--- src/rtl/irq_latch_pkg.sv ---
package irq_latch_pkg;

    typedef enum logic {
        TRIG_EDGE  = 1'b0,
        TRIG_LEVEL = 1'b1
    } trig_e;

    // next index after id, wrapping at count n
    function automatic int unsigned wrap_next(input int unsigned id, input int unsigned n);
        return (id + 1 >= n) ? 0 : id + 1;
    endfunction

endpackage

--- src/rtl/irq_sync.sv ---
module irq_sync #(
    parameter int W      = 8,
    parameter int STAGES = 2
) (
    input  logic         clk,
    input  logic         rst_n,
    input  logic [W-1:0] async_i,
    output logic [W-1:0] sync_o
);
    typedef struct packed {
        logic [STAGES-1:0][W-1:0] chain;
    } sync_t;

    sync_t st_q, st_d;

    always_comb begin
        st_d = st_q;
        st_d.chain[0] = async_i;
        for (int s = 1; s < STAGES; s++) begin
            st_d.chain[s] = st_q.chain[s-1];
        end
    end

    always_ff @(posedge clk or negedge rst_n) begin
        if (!rst_n) st_q <= '0;
        else        st_q <= st_d;
    end

    assign sync_o = st_q.chain[STAGES-1];

    generate
        if (STAGES > 1) begin : g_chk
            AST_SYNC_SHIFT: assert property (@(posedge clk) disable iff (!rst_n)
                st_q.chain[1] == $past(st_q.chain[0]));
        end
    endgenerate
endmodule

--- src/rtl/irq_req_bank.sv ---
module irq_req_bank
    import irq_latch_pkg::*;
#(
    parameter int          N     = 8,
    parameter logic [N-1:0] WMASK = '1
) (
    input  logic         clk,
    input  logic         rst_n,
    input  logic [N-1:0] lvl_i,
    input  logic [N-1:0] ack_oh,
    input  logic         mode_we,
    input  logic [N-1:0] mode_wdata,
    output logic [N-1:0] req_o
);
    typedef struct packed {
        logic [N-1:0] req;
        logic [N-1:0] last;
        logic [N-1:0] mode;
    } bank_t;

    bank_t st_q, st_d;
    logic [N-1:0] edge_keep;

    always_comb begin
        st_d = st_q;
        for (int i = 0; i < N; i++) begin
            if (trig_e'(st_q.mode[i]) == TRIG_LEVEL) begin
                st_d.req[i] = lvl_i[i];
            end else begin
                // a fresh edge outranks the acknowledge clear
                st_d.req[i] = (st_q.req[i] & ~ack_oh[i]) | (lvl_i[i] & ~st_q.last[i]);
            end
            st_d.last[i] = lvl_i[i];
        end
        if (mode_we) st_d.mode = mode_wdata & WMASK;
    end

    always_ff @(posedge clk or negedge rst_n) begin
        if (!rst_n) st_q <= '0;
        else        st_q <= st_d;
    end

    assign req_o     = st_q.req;
    assign edge_keep = st_q.req & ~st_q.mode & ~ack_oh;

    AST_LEVEL_FOLLOW: assert property (@(posedge clk) disable iff (!rst_n)
        ((st_q.req ^ $past(lvl_i)) & $past(st_q.mode)) == '0);
    AST_EDGE_HOLD: assert property (@(posedge clk) disable iff (!rst_n)
        ($past(edge_keep) & ~st_q.req) == '0);
    AST_EDGE_ACK_CLR: assert property (@(posedge clk) disable iff (!rst_n)
        ($past(ack_oh & ~st_q.mode & ~(lvl_i & ~st_q.last)) & st_q.req) == '0);
    AST_MODE_MASK: assert property (@(posedge clk) disable iff (!rst_n)
        (st_q.mode & ~WMASK) == '0);
endmodule

--- src/rtl/irq_isr_ctrl.sv ---
module irq_isr_ctrl
    import irq_latch_pkg::*;
#(
    parameter int N  = 8,
    localparam int IW = $clog2(N)
) (
    input  logic          clk,
    input  logic          rst_n,
    input  logic          ack_valid,
    input  logic [IW-1:0] ack_id,
    input  logic [N-1:0]  ack_oh,
    input  logic          auto_eoi,
    input  logic          rot_on_aeoi,
    input  logic [N-1:0]  isr_clr,
    output logic [N-1:0]  isr_o,
    output logic [IW-1:0] rot_o
);
    typedef struct packed {
        logic [N-1:0]  isr;
        logic [IW-1:0] rot;
    } isr_t;

    isr_t st_q, st_d;
    logic [N-1:0] set_oh;

    always_comb begin
        set_oh = auto_eoi ? '0 : ack_oh;
        st_d   = st_q;
        st_d.isr = (st_q.isr & ~isr_clr) | set_oh;
        if (ack_valid && auto_eoi && rot_on_aeoi) begin
            st_d.rot = IW'(wrap_next(int'(ack_id), N));
        end
    end

    always_ff @(posedge clk or negedge rst_n) begin
        if (!rst_n) st_q <= '0;
        else        st_q <= st_d;
    end

    assign isr_o = st_q.isr;
    assign rot_o = st_q.rot;

    AST_ISR_SET: assert property (@(posedge clk) disable iff (!rst_n)
        (ack_valid && !auto_eoi) |=> st_q.isr[$past(ack_id)]);
    AST_AEOI_NOSET: assert property (@(posedge clk) disable iff (!rst_n)
        (ack_valid && auto_eoi && !st_q.isr[ack_id]) |=> !st_q.isr[$past(ack_id)]);
    AST_ROT_HOLD: assert property (@(posedge clk) disable iff (!rst_n)
        !(ack_valid && auto_eoi && rot_on_aeoi) |=> $stable(st_q.rot));
    AST_CLR_WORKS: assert property (@(posedge clk) disable iff (!rst_n)
        ($past(isr_clr & ~set_oh) & st_q.isr) == '0);
    AST_ACK_ONEHOT: assert property (@(posedge clk) disable iff (!rst_n)
        $onehot0(ack_oh));
endmodule

--- src/rtl/irq_req_latch.sv ---
module irq_req_latch #(
    parameter int           N            = 8,
    parameter int           SYNC_STAGES  = 2,
    parameter logic [N-1:0] MODE_WR_MASK = '1,
    localparam int          IW           = $clog2(N)
) (
    input  logic          clk,
    input  logic          rst_n,
    input  logic [N-1:0]  irq_raw,
    input  logic          ack_valid,
    input  logic [IW-1:0] ack_id,
    input  logic          auto_eoi,
    input  logic          rot_on_aeoi,
    input  logic          mode_we,
    input  logic [N-1:0]  mode_wdata,
    input  logic [N-1:0]  isr_clr,
    output logic [N-1:0]  req_vec,
    output logic [N-1:0]  isr_vec,
    output logic [IW-1:0] rot_ofs
);
    logic [N-1:0] lvl_sync;
    logic [N-1:0] ack_oh;

    always_comb begin
        ack_oh = '0;
        if (ack_valid) ack_oh[ack_id] = 1'b1;
    end

    irq_sync #(.W(N), .STAGES(SYNC_STAGES)) u_sync (
        .clk     (clk),
        .rst_n   (rst_n),
        .async_i (irq_raw),
        .sync_o  (lvl_sync)
    );

    irq_req_bank #(.N(N), .WMASK(MODE_WR_MASK)) u_bank (
        .clk        (clk),
        .rst_n      (rst_n),
        .lvl_i      (lvl_sync),
        .ack_oh     (ack_oh),
        .mode_we    (mode_we),
        .mode_wdata (mode_wdata),
        .req_o      (req_vec)
    );

    irq_isr_ctrl #(.N(N)) u_isr (
        .clk         (clk),
        .rst_n       (rst_n),
        .ack_valid   (ack_valid),
        .ack_id      (ack_id),
        .ack_oh      (ack_oh),
        .auto_eoi    (auto_eoi),
        .rot_on_aeoi (rot_on_aeoi),
        .isr_clr     (isr_clr),
        .isr_o       (isr_vec),
        .rot_o       (rot_ofs)
    );

    AST_ACK_RANGE: assert property (@(posedge clk) disable iff (!rst_n)
        ack_valid |-> (int'(ack_id) < N));
endmodule

--- config.mk ---
export PLATFORM = sky130hd
export DESIGN_NAME = irq_req_latch
export DESIGN_NICKNAME = d
export VERILOG_FILES = /design/src/rtl/irq_latch_pkg.sv /design/src/rtl/irq_sync.sv /design/src/rtl/irq_req_bank.sv /design/src/rtl/irq_isr_ctrl.sv /design/src/rtl/irq_req_latch.sv
export SDC_FILE = /design/constraint.sdc
export NUM_CORES = 1
export LEC_CHECK = 0
export ABC_AREA = 1
export CAP_MARGIN = 0
export CORE_MARGIN = 2
export CORE_UTILIZATION = 50
export DETAILED_ROUTE_END_ITERATION = 10
export PLACE_DENSITY = 0.79
export SYNTH_ARGS = -nofsm -noshare
export SYNTH_HDL_FRONTEND = slang
export SYNTH_SLANG_ARGS = --single-unit
--- constraint.sdc ---
create_clock -name clk -period 1.1 [get_ports clk]
set_clock_uncertainty 0.05 [all_clocks]
set_input_delay 0.22 -clock clk [delete_from_list [all_inputs] [get_ports clk]]
set_output_delay 0.22 -clock clk [all_outputs]
set_load 0.01 [all_outputs]
# Yosys cells after proc, flatten, opt, wreduce, memory -nomap -nowiden
# Cells that the tools add are included.
totals:
  mem_bits_ro: 0
  latchBits: 0
  regBits: 51
  mem_count: 0
  inputBits: 33
  mem_bits_rw: 0
  word_cells: 70
  out_inout_bits: 19
op_classes:
  n_addsub: 1
  n_eq_ne: 0
  n_lt_le_gt_ge: 3
  mul: 0
  n_mux: 13
  n_bitwise: 43
  n_div: 0
  n_shift: 0
  n_reduce_logical: 3
ops:
  columns: ["op", "n"]
  rows:
  - ["$and A1 B1 Y1", 16]
  - ["$mux W8", 2]
  - ["$not A1 Y1", 16]
  - ["$mux W1", 9]
  - ["$and A8 B8 Y8", 1]
  - ["$not A8 Y8", 1]
  - ["$or A1 B1 Y1", 8]
  - ["$or A8 B8 Y8", 1]
  - ["$add A3 B1 Y4 const B", 1]
  - ["$ge A4 B4 Y1 const B", 1]
  - ["$lt A3 B4 Y1 const B", 1]
  - ["$demux W1 S3", 1]
  - ["$ge A3 B1 Y1 const B", 1]
  - ["$logic_and A1 B1 Y1", 3]
  - ["$mux W3", 1]

# Longest topological paths before layout
# Gate-level depths: netlist of the first run.
depth:
  ltp_word: 9
  mapped_depth: 6
  mapped_depth_nobuf: 6

# By module
# From an unflattened synthesis of the first run, not the netlist that was laid out.
unflattened:
  hier_cells: 185
  area_unflattened_um2: 1881.8
by_module_without_submodules:
  columns: ["module", "n_inst", "cells_each", "area_each_um2", "seq_area_each_um2"]
  rows:
  - ["irq_req_bank", 1, 97, 932.1, 600.6]
  - ["irq_isr_ctrl", 1, 55, 485.5, 275.3]
  - ["irq_sync", 1, 16, 400.4, 400.4]
  - ["irq_req_latch", 1, 17, 63.8, 0.0]

# Least setup slack after synthesis of the first run
# OpenSTA, ideal clock, no wires.
synth_timing:
  path_type: "register to register"
  from: "reg u_isr.st_q (netlist bit u_isr.isr_o[4])"
  to: "reg u_isr.st_q (netlist bit u_isr.isr_o[4])"
  path_slack_ns: 0.291
  t_required_ns: 0.926
  setup_ns: 0.124
  arrival_ns: 0.635
  synth_period_minus_slack_ns: 0.809
  n_path_buf: 0
  path_stages_with_launch: 4
  path_cell_list: "dfrtp_1 > inv_1 > nor2_1 > o21bai_2"
synth_lines:
  columns: ["item", "line", "source"]
  rows:
  - ["start, declared", "irq_isr_ctrl.sv:23", "isr_t st_q, st_d;"]
  - ["start signal, assigned", "irq_isr_ctrl.sv:37", "else st_q <= st_d;"]

# Worst setup path in the final report of the first run
layout_timing:
  from: "reg u_bank.st_q (netlist bit u_bank.req_o[7])"
  to: "out req_vec[7]"
layout_lines:
  columns: ["item", "line", "source"]
  rows:
  - ["start, declared", "irq_req_bank.sv:21", "bank_t st_q, st_d;"]
  - ["start signal, assigned", "irq_req_bank.sv:40", "else st_q <= st_d;"]
  - ["end, declared", "irq_req_latch.sv:17", "output logic [N-1:0] req_vec,"]
# No word-level cell between the ends.

==> results of run 1 <==
==> worst max-delay path by stage <==
stage	start	to	cells past startpoint	slack, ns
2_1_floorplan	u_isr.isr_o[4]	u_isr.isr_o[4]	3	0.29
3_3_place_gp	ack_id[1]	u_isr.rot_o[2]	7	-0.29
3_5_place_dp	ack_id[1]	u_isr.rot_o[2]	7	-0.35
4_1_cts	u_bank.req_o[7]	req_vec[7]	1	-0.03
5_1_grt	u_bank.req_o[7]	req_vec[7]	1	-0.05
6_report	u_bank.req_o[7]	req_vec[7]	1	-0.03
==> cells by family (layout without fill, tap and decap cells) <==
logic type | count (synthesis) | in the layout | share of synthesized area (%)
compound gates | 18 | 18 | 5.420
fa+ha+maj | 1 | 1 | 0.6608
buf+inv | 35 | 96 | 8.592
flops | 51 | 51 | 67.42
simple gates | 84 | 84 | 17.91
==> layer usage <==
layer / track usage, % / wire length, um / vias up
met5: 0 / 0 / -
met4: 6.771 / 42 / 0
met3: 5.993 / 225 / 5
met2: 30.23 / 1677 / 40
met1: 19.49 / 1408 / 626
li1: - / - / 685
==> flip-flops by register name, indices dropped and copies added, names as in the netlist <==
signal,count
u_bank.req_o,8
u_bank.st_q,16
u_isr.isr_o,8
u_isr.rot_o,3
u_sync.st_d,8
u_sync.sync_o,8
==> synthesized netlist by cell type <==
cell type	n
sky130_fd_sc_hd__nand2_1	64
sky130_fd_sc_hd__dfrtp_1	51
sky130_fd_sc_hd__inv_1	24
sky130_fd_sc_hd__buf_4	8
sky130_fd_sc_hd__nor2_1	8
sky130_fd_sc_hd__o21ai_0	8
sky130_fd_sc_hd__o21ai_1	7
sky130_fd_sc_hd__nor2_2	6
sky130_fd_sc_hd__nand3_1	5
sky130_fd_sc_hd__inv_2	2
sky130_fd_sc_hd__buf_2	1
sky130_fd_sc_hd__ha_1	1
sky130_fd_sc_hd__nand2_2	1
sky130_fd_sc_hd__o21ai_2	1
sky130_fd_sc_hd__o21bai_1	1
sky130_fd_sc_hd__o21bai_2	1
==> area by class of cell <==
class                      instances  area (um2)  share of cell area, %
multi-input combinational        103       454.2                  17.96
clock inverter                     2       35.03                  1.385
timing repair buffer              62       523.0                  20.68
tap                               48       60.06                  2.375
sequential                        51        1276                  50.47
inverter                          26       97.59                  3.859
clock buffer                       6       82.58                  3.266
==> timing repair <==
action,in CTS,in global routing
endpoints found under the setup margin,20,26
buffers inserted,0,3
endpoints found under the hold margin,51,0
hold buffers,1,0
resized for setup,78,2
pin swaps,0,0
==> stage by stage <==
step | setup TNS, ns | setup slack (ns) | std cells | hold slack, ns
after floorplan | 0 | 0.2911 | 189 | -0.1256
after global placement | -5.455 | -0.2935 | 286 | 0.1749
after global routing | -0.5004 | -0.05321 | 298 | 0.3006
after detailed placement | -6.044 | -0.3451 | 286 | 0.1773
after CTS | -0.1840 | -0.03014 | 295 | 0.2952
final | -0.07767 | -0.03028 | 298 | 0.2905
==> power breakdown <==
| part | total, W | internal (W) | switching, W | leakage [nW] |
|---|---|---|---|---|
| registers | 0.00207 | 0.00201 | 0.0000594 | 0.615 |
| clock network | 0.00131 | 0.000736 | 0.000574 | 0.0612 |
| logic | 0.000499 | 0.000252 | 0.000248 | 0.650 |
==> metrics list, run 1 <==
* CTS tree: yes
- Entering global routing, the biggest net connects 52 pins.
- The post-route netlist has 19.60% of its cells at a drive strength greater than 1.
- WHS Path Cells: 0
- The startpoint identified for the worst register-to-register timing path is u_isr.isr_o[2].
- Via count: between 1k and 1.5k
* Highest attainable clock frequency: 884.7 MHz
- Total overflow reported by the global router: 0
- Die Wd: 65.53 um
- Worst Path Required: 0.83 ns
- For this design the ratio of total power to cell area is 1535 nW/um2.
* Static leakage: approximately 1.3 nW
* Crit Path Max Fanout: 2
* Number of filler instances in the final layout: 293
- Number of DRC violations after detailed routing: 0
- STA classifies the critical path endpoint as an output port.
* Average detailed-routed wire length per instance: about 11 um
* TritonCTS sink count: 51
- 0 antenna diodes ended up in the layout.
* Total core area: 3661 um2
* Worst slew margin relative to its limit: between 80% and 90%
- Worst path max stage delay: 0.41 ns
* Depth of the most critical reg-to-reg path: 5
* Syn_nets: 223
- The completed layout was analyzed and its total power is around 0.0039 W.
* DIE AREA: between 4000 and 5000 um2
- Worst skew pair latency: 0.30 ns
* Dpl hpwl: between 2 and 2.5 mm
- Summing all placed instances gives a cell area of 2471 um2.
- The clock passes through at most 2 buffers.
- At the end of the flow the core is filled with cells to 69.07%.
* Reported max-cap violation count: 0
- The synthesized netlist contains 16 unique library cells.
- In this run, the number of DRC markers left after iteration 0 of detailed routing was 59.
* R2r endpoint: u_isr.isr_o[2]
- Final-report setup violation count: 7
* Router iterations before antenna repair: 4
- After layout, the worst path uses 102.8% of the clock period.
* Initial standard-cell utilization of the core: between 50 and 60%
- Violations in the final reports: negative setup slack
- The run finished, with violations left.
* Largest delay contributor family on the critical path: flip-flops
- Setup repair after global routing could not meet its margin everywhere.
* Min-delay worst type: flip-flop to flip-flop
* Final count of pins violating max slew: 0
* Chip height: 65.53 um
* Portion of the post-synthesis area used by sequential elements: 67.42%
- Ports: 52
- Std-Cell Rows: 22
- Synth-to-layout area growth: 33.58%
- R2r setup slk: 0.06 ns
- Summing every instance area after synthesis gives 1893 um2.
- A synthesized cell averages 10.02 um2.
- Post-synthesis register bit count: 51
- Clock Tree Root: sky130_fd_sc_hd__clkbuf_8
- After detailed routing, the total wire length is approximately 3.4 mm.
* Ordered cell list for the critical path: buf_2
- Post-layout instance area: 2529 um2
* Transition time at the pin with the least slew margin: 0.2573 ns
- On the critical path, the stage with the largest delay is an instance of sky130_fd_sc_hd__dfrtp_1.
* Worst setup path category: flip-flop to output port
- Final Wtd Congestion: 0.8072
- For this run, the number of Yosys warnings is 0.
- The number of antenna violations at the first check in global routing was 0.
* Number of vias per cell after detailed routing: approximately 4.6
- Most area-consuming cells after synthesis: sky130_fd_sc_hd__dfrtp_1 67%, sky130_fd_sc_hd__nand2_1 13%, sky130_fd_sc_hd__inv_1 4.8%
- Detail Route Antenna Nets: 0
* Synth top area share: a little under 70%
* Category of the worst setup path launch point: flip-flop
- Of all cell types, the one taking the most synthesized area is sky130_fd_sc_hd__dfrtp_1.
- Launch point of the worst hold path: u_sync.st_d[12]
* Fin crit period: 1.130 ns
- Critical path buffers and inverters: 1
* Hold-critical path endpoint: u_sync.sync_o[4]
- CTS built an H-tree with a depth of 2.
- Clk slew on worst S/H paths: 0.09 ns
* Hold violation total from the final report: 0
- In this run the tool buffered the top-level ports with slightly above 50 buffer cells.
* Via count of the first global-routing pass: 1300
* Setup slack after layout: -0.03028 ns
- Synthesis handed over a netlist of 189 instances.
* Total Routing Usage GR: around 17%
* Peak VDD IR: 1.011 mV
- CP Data Arrival Time: 0.86 ns
- The first global-routing pass estimated between 5 and 6 mm of wire.
* Commonest cells after routing, fill and taps aside: 64 x sky130_fd_sc_hd__nand2_1, 51 x sky130_fd_sc_hd__dfrtp_1, 27 x sky130_fd_sc_hd__clkdlybuf4s50_1
- Total clock buffers created by CTS: 5
- Final net count: 283
- Leading cell type in the layout, fill and taps excluded: sky130_fd_sc_hd__nand2_1
No activity file was read; power rests on OpenSTA's default activity.
==> inputs of run 2 (changes only) <==
RECOVER_POWER = 50   (was not set)
==> metrics list, run 2 (synthesized netlist as in run 1, its figures left out) <==
* Run status: finished with violations
- The final reports fail on negative setup slack.
- The pin slew with the least headroom to its limit is 0.4309 ns (+0.1736 ns).
- The number of primary I/O pins came to 52 (unchanged).
- Fin crit period: 1.127 ns (-0.003419 ns)
- Std-Cell Rows: 22 (unchanged)
* Unrepaired setup endpoints after global routing: yes
- The global-route total usage across every layer was 17.34% (unchanged).
* Static leakage: 1.326 nW (about the same)
* Synth-to-layout area growth: 33.11%
- Placement Cell Area: 2471 um2 (unchanged)
* Total overflow reported by the global router: 0 (unchanged)
- The final count of negative-setup-slack endpoints was 6 (-1).
- The power density over the cells is 1534 nW/um2 (about the same).
- The weighted congestion reported at the end of routability-driven placement is 0.8072 (unchanged).
* DIE AREA: 4294 um2 (unchanged)
- Final net count: 283 (unchanged)
- Logic depth of the worst setup path including buffers: 1 (unchanged)
- Leading cell type in the layout, fill and taps excluded: sky130_fd_sc_hd__nand2_1
- The relative slew slack was 71.27% (-12 points).
- Peak VDD IR: 1.005 mV (-0.55%)
* Router iterations before antenna repair: 4 (unchanged)
- The detailed placement HPWL was 2.369 mm (unchanged).
- Average detailed-routed wire length per instance: 11.25 um (about the same)
- CP max-delay cell: sky130_fd_sc_hd__dfrtp_1
- The area of the core came to 3661 um2 (unchanged).
* Category of the worst setup path launch point: flip-flop
- The number of flip-flops in the largest register was 16 (unchanged).
- The number of inserted diodes came to 0 (unchanged).
* Number of antenna violations at the first check in global routing: 0 (unchanged)
- WHS Path Cells: 0 (unchanged)
- Min-delay worst type: flip-flop to flip-flop
- Critical Path Source: u_bank.req_o[7]
- The worst setup path is captured at an output port.
* Post-layout instance area: 2520 um2 (-0.35%)
* Pin count of the biggest net entering global routing: 52 (unchanged)
- Critical path buffers and inverters: 1 (unchanged)
- Post-detailed-routing wire length: 3.353 mm (about the same)
- Chip height: 65.53 um (unchanged)
- Worst setup path category: flip-flop to output port
- Number of buffers added on ports: 51 (unchanged)
* Total clock buffers created by CTS: 5 (unchanged)
* Ratio of final minimum period to clock period: 102.4% (-0.31 points)
- CP Data Arrival Time: 0.86 ns (about the same)
- The startpoint identified for the worst hold timing path is u_sync.st_d[12].
- TritonCTS built the clock tree.
- Setup slack after layout: -0.02686 ns (+0.003419 ns)
* Ordered cell list for the critical path: buf_2
- Via count of the first global-routing pass: 1300 (unchanged)
- H-tree levels: 2 (unchanged)
* Highest attainable clock frequency: 887.4 MHz (+0.30%)
- Proportion of layout cells with a drive suffix above 1: 19.60% (unchanged)
* Initial standard-cell utilization of the core: 51.71% (unchanged)
- The required time at the worst-slack endpoint is 0.83 ns (about the same).
- Detail Route Antenna Nets: 0 (unchanged)
* Hold violation total from the final report: 0 (unchanged)
- The count of placed standard cells in the final layout, fillers left out was 298 (unchanged).
* TritonCTS sink count: 51 (unchanged)
* Commonest cells after routing, fill and taps aside: 64 x sky130_fd_sc_hd__nand2_1, 51 x sky130_fd_sc_hd__dfrtp_1, 24 x sky130_fd_sc_hd__inv_1
- Most flops, register: u_bank.st_q
* Worst path max stage delay: 0.41 ns (about the same)
* Number of DRC violations after detailed routing: 0 (unchanged)
- The placed instance count came to 286 (unchanged).
* Final count of pins violating max slew: 0 (unchanged)
- The via density per instance is 4.564 (+0.29%).
* Worst skew pair latency: 0.29 ns (about the same)
* CTS max path bufs: 2 (unchanged)
- Count of routing violations after the opening detailed-route iteration: 51 (-14%)
- The number of max-capacitance violations reported was 0 (unchanged).
- Clk slew on worst S/H paths: 0.09 ns (about the same)
- Depth of the most critical reg-to-reg path: 5 (unchanged)
- The width of the die came to 65.53 um (unchanged).
- In this run the critical register-to-register path is launched from u_isr.isr_o[2].
- Largest delay contributor family on the critical path: flip-flops
- Via count: 1360 (+0.29%)
- Setup TNS: -0.05830 ns (+0.01937 ns)
- The root buffer cell chosen for the clock tree is sky130_fd_sc_hd__clkbuf_8.
- Crit Path Max Fanout: 2 (unchanged)
* First-pass GRT wire length: 5.464 mm (unchanged)
run 2: cell types whose count changed in the layout (fill, tap and decap cells not counted), sizes merged:
| cell | before | now |
|---|---|---|
| dlygate4sd3 | 1 | 9 |
| clkdlybuf4s50 | 27 | 19 |
run 2: what timing repair did:
item                       CTS  global route
gates resized for setup     78             2
hold endpoints to repair    51             0
hold buffers                 1             0
cloned                       0             0
setup endpoints to repair   20            26
setup buffers                0             3
run 2: path summary, 6_finish.rpt:
| kind | to | slack (ns) |
|---|---|---|
| worst max-delay path | req_vec[7] | -0.03 |
| worst min-delay path | u_sync.sync_o[4] | 0.29 |
| worst max register to register | u_isr.isr_o[2] | 0.06 |
| worst min register to register | u_sync.sync_o[4] | 0.29 |
| max in group asynchronous | u_bank.st_q[15] | 0.26 |
| min in group asynchronous | u_sync.sync_o[4] | 0.42 |
run 2: per-stage QoR:
step | hold slack [ns] | util (%) | setup WS, ns | total power, W
2_1_floorplan | -0.1256 | - | 0.2911 | 0.002347
3_3_place_gp | 0.1749 | 67.50 | -0.2935 | 0.002668
3_5_place_dp | 0.1773 | 67.50 | -0.3451 | 0.002679
4_1_cts | 0.2952 | 68.32 | -0.03014 | 0.003914
5_1_grt | 0.3006 | 68.83 | -0.05321 | 0.004037
6_report | 0.2903 | 68.83 | -0.02686 | 0.003866
run 2: power by group:
part,switching [W],internal [W]
Combinational,0.000247,0.000242
Sequential,0.0000594,0.00201
Clock,0.000570,0.000736
Total,0.000876,0.00299
run 2: layout make-up:
class	count	area, um2
Clock buffer	6	82.58
Clock inverter	2	35.03
Fill cell	296	1141
Inverter	26	97.59
Multi-Input combinational cell	103	454.2
Sequential cell	51	1276
Tap cell	48	60.06
Timing Repair Buffer	62	514.2
run 2: per-layer routing:
metal  up-vias  routed length, um  share of wire [%]  GRT usage [%]
met5         -                  0                  0              0
met2        41               1699                 51          30.23
met1       628               1400                 42          19.49
met3         6                223                6.7          5.993
li1        685                  -                  -              -
met4         0                 30               0.89          6.771
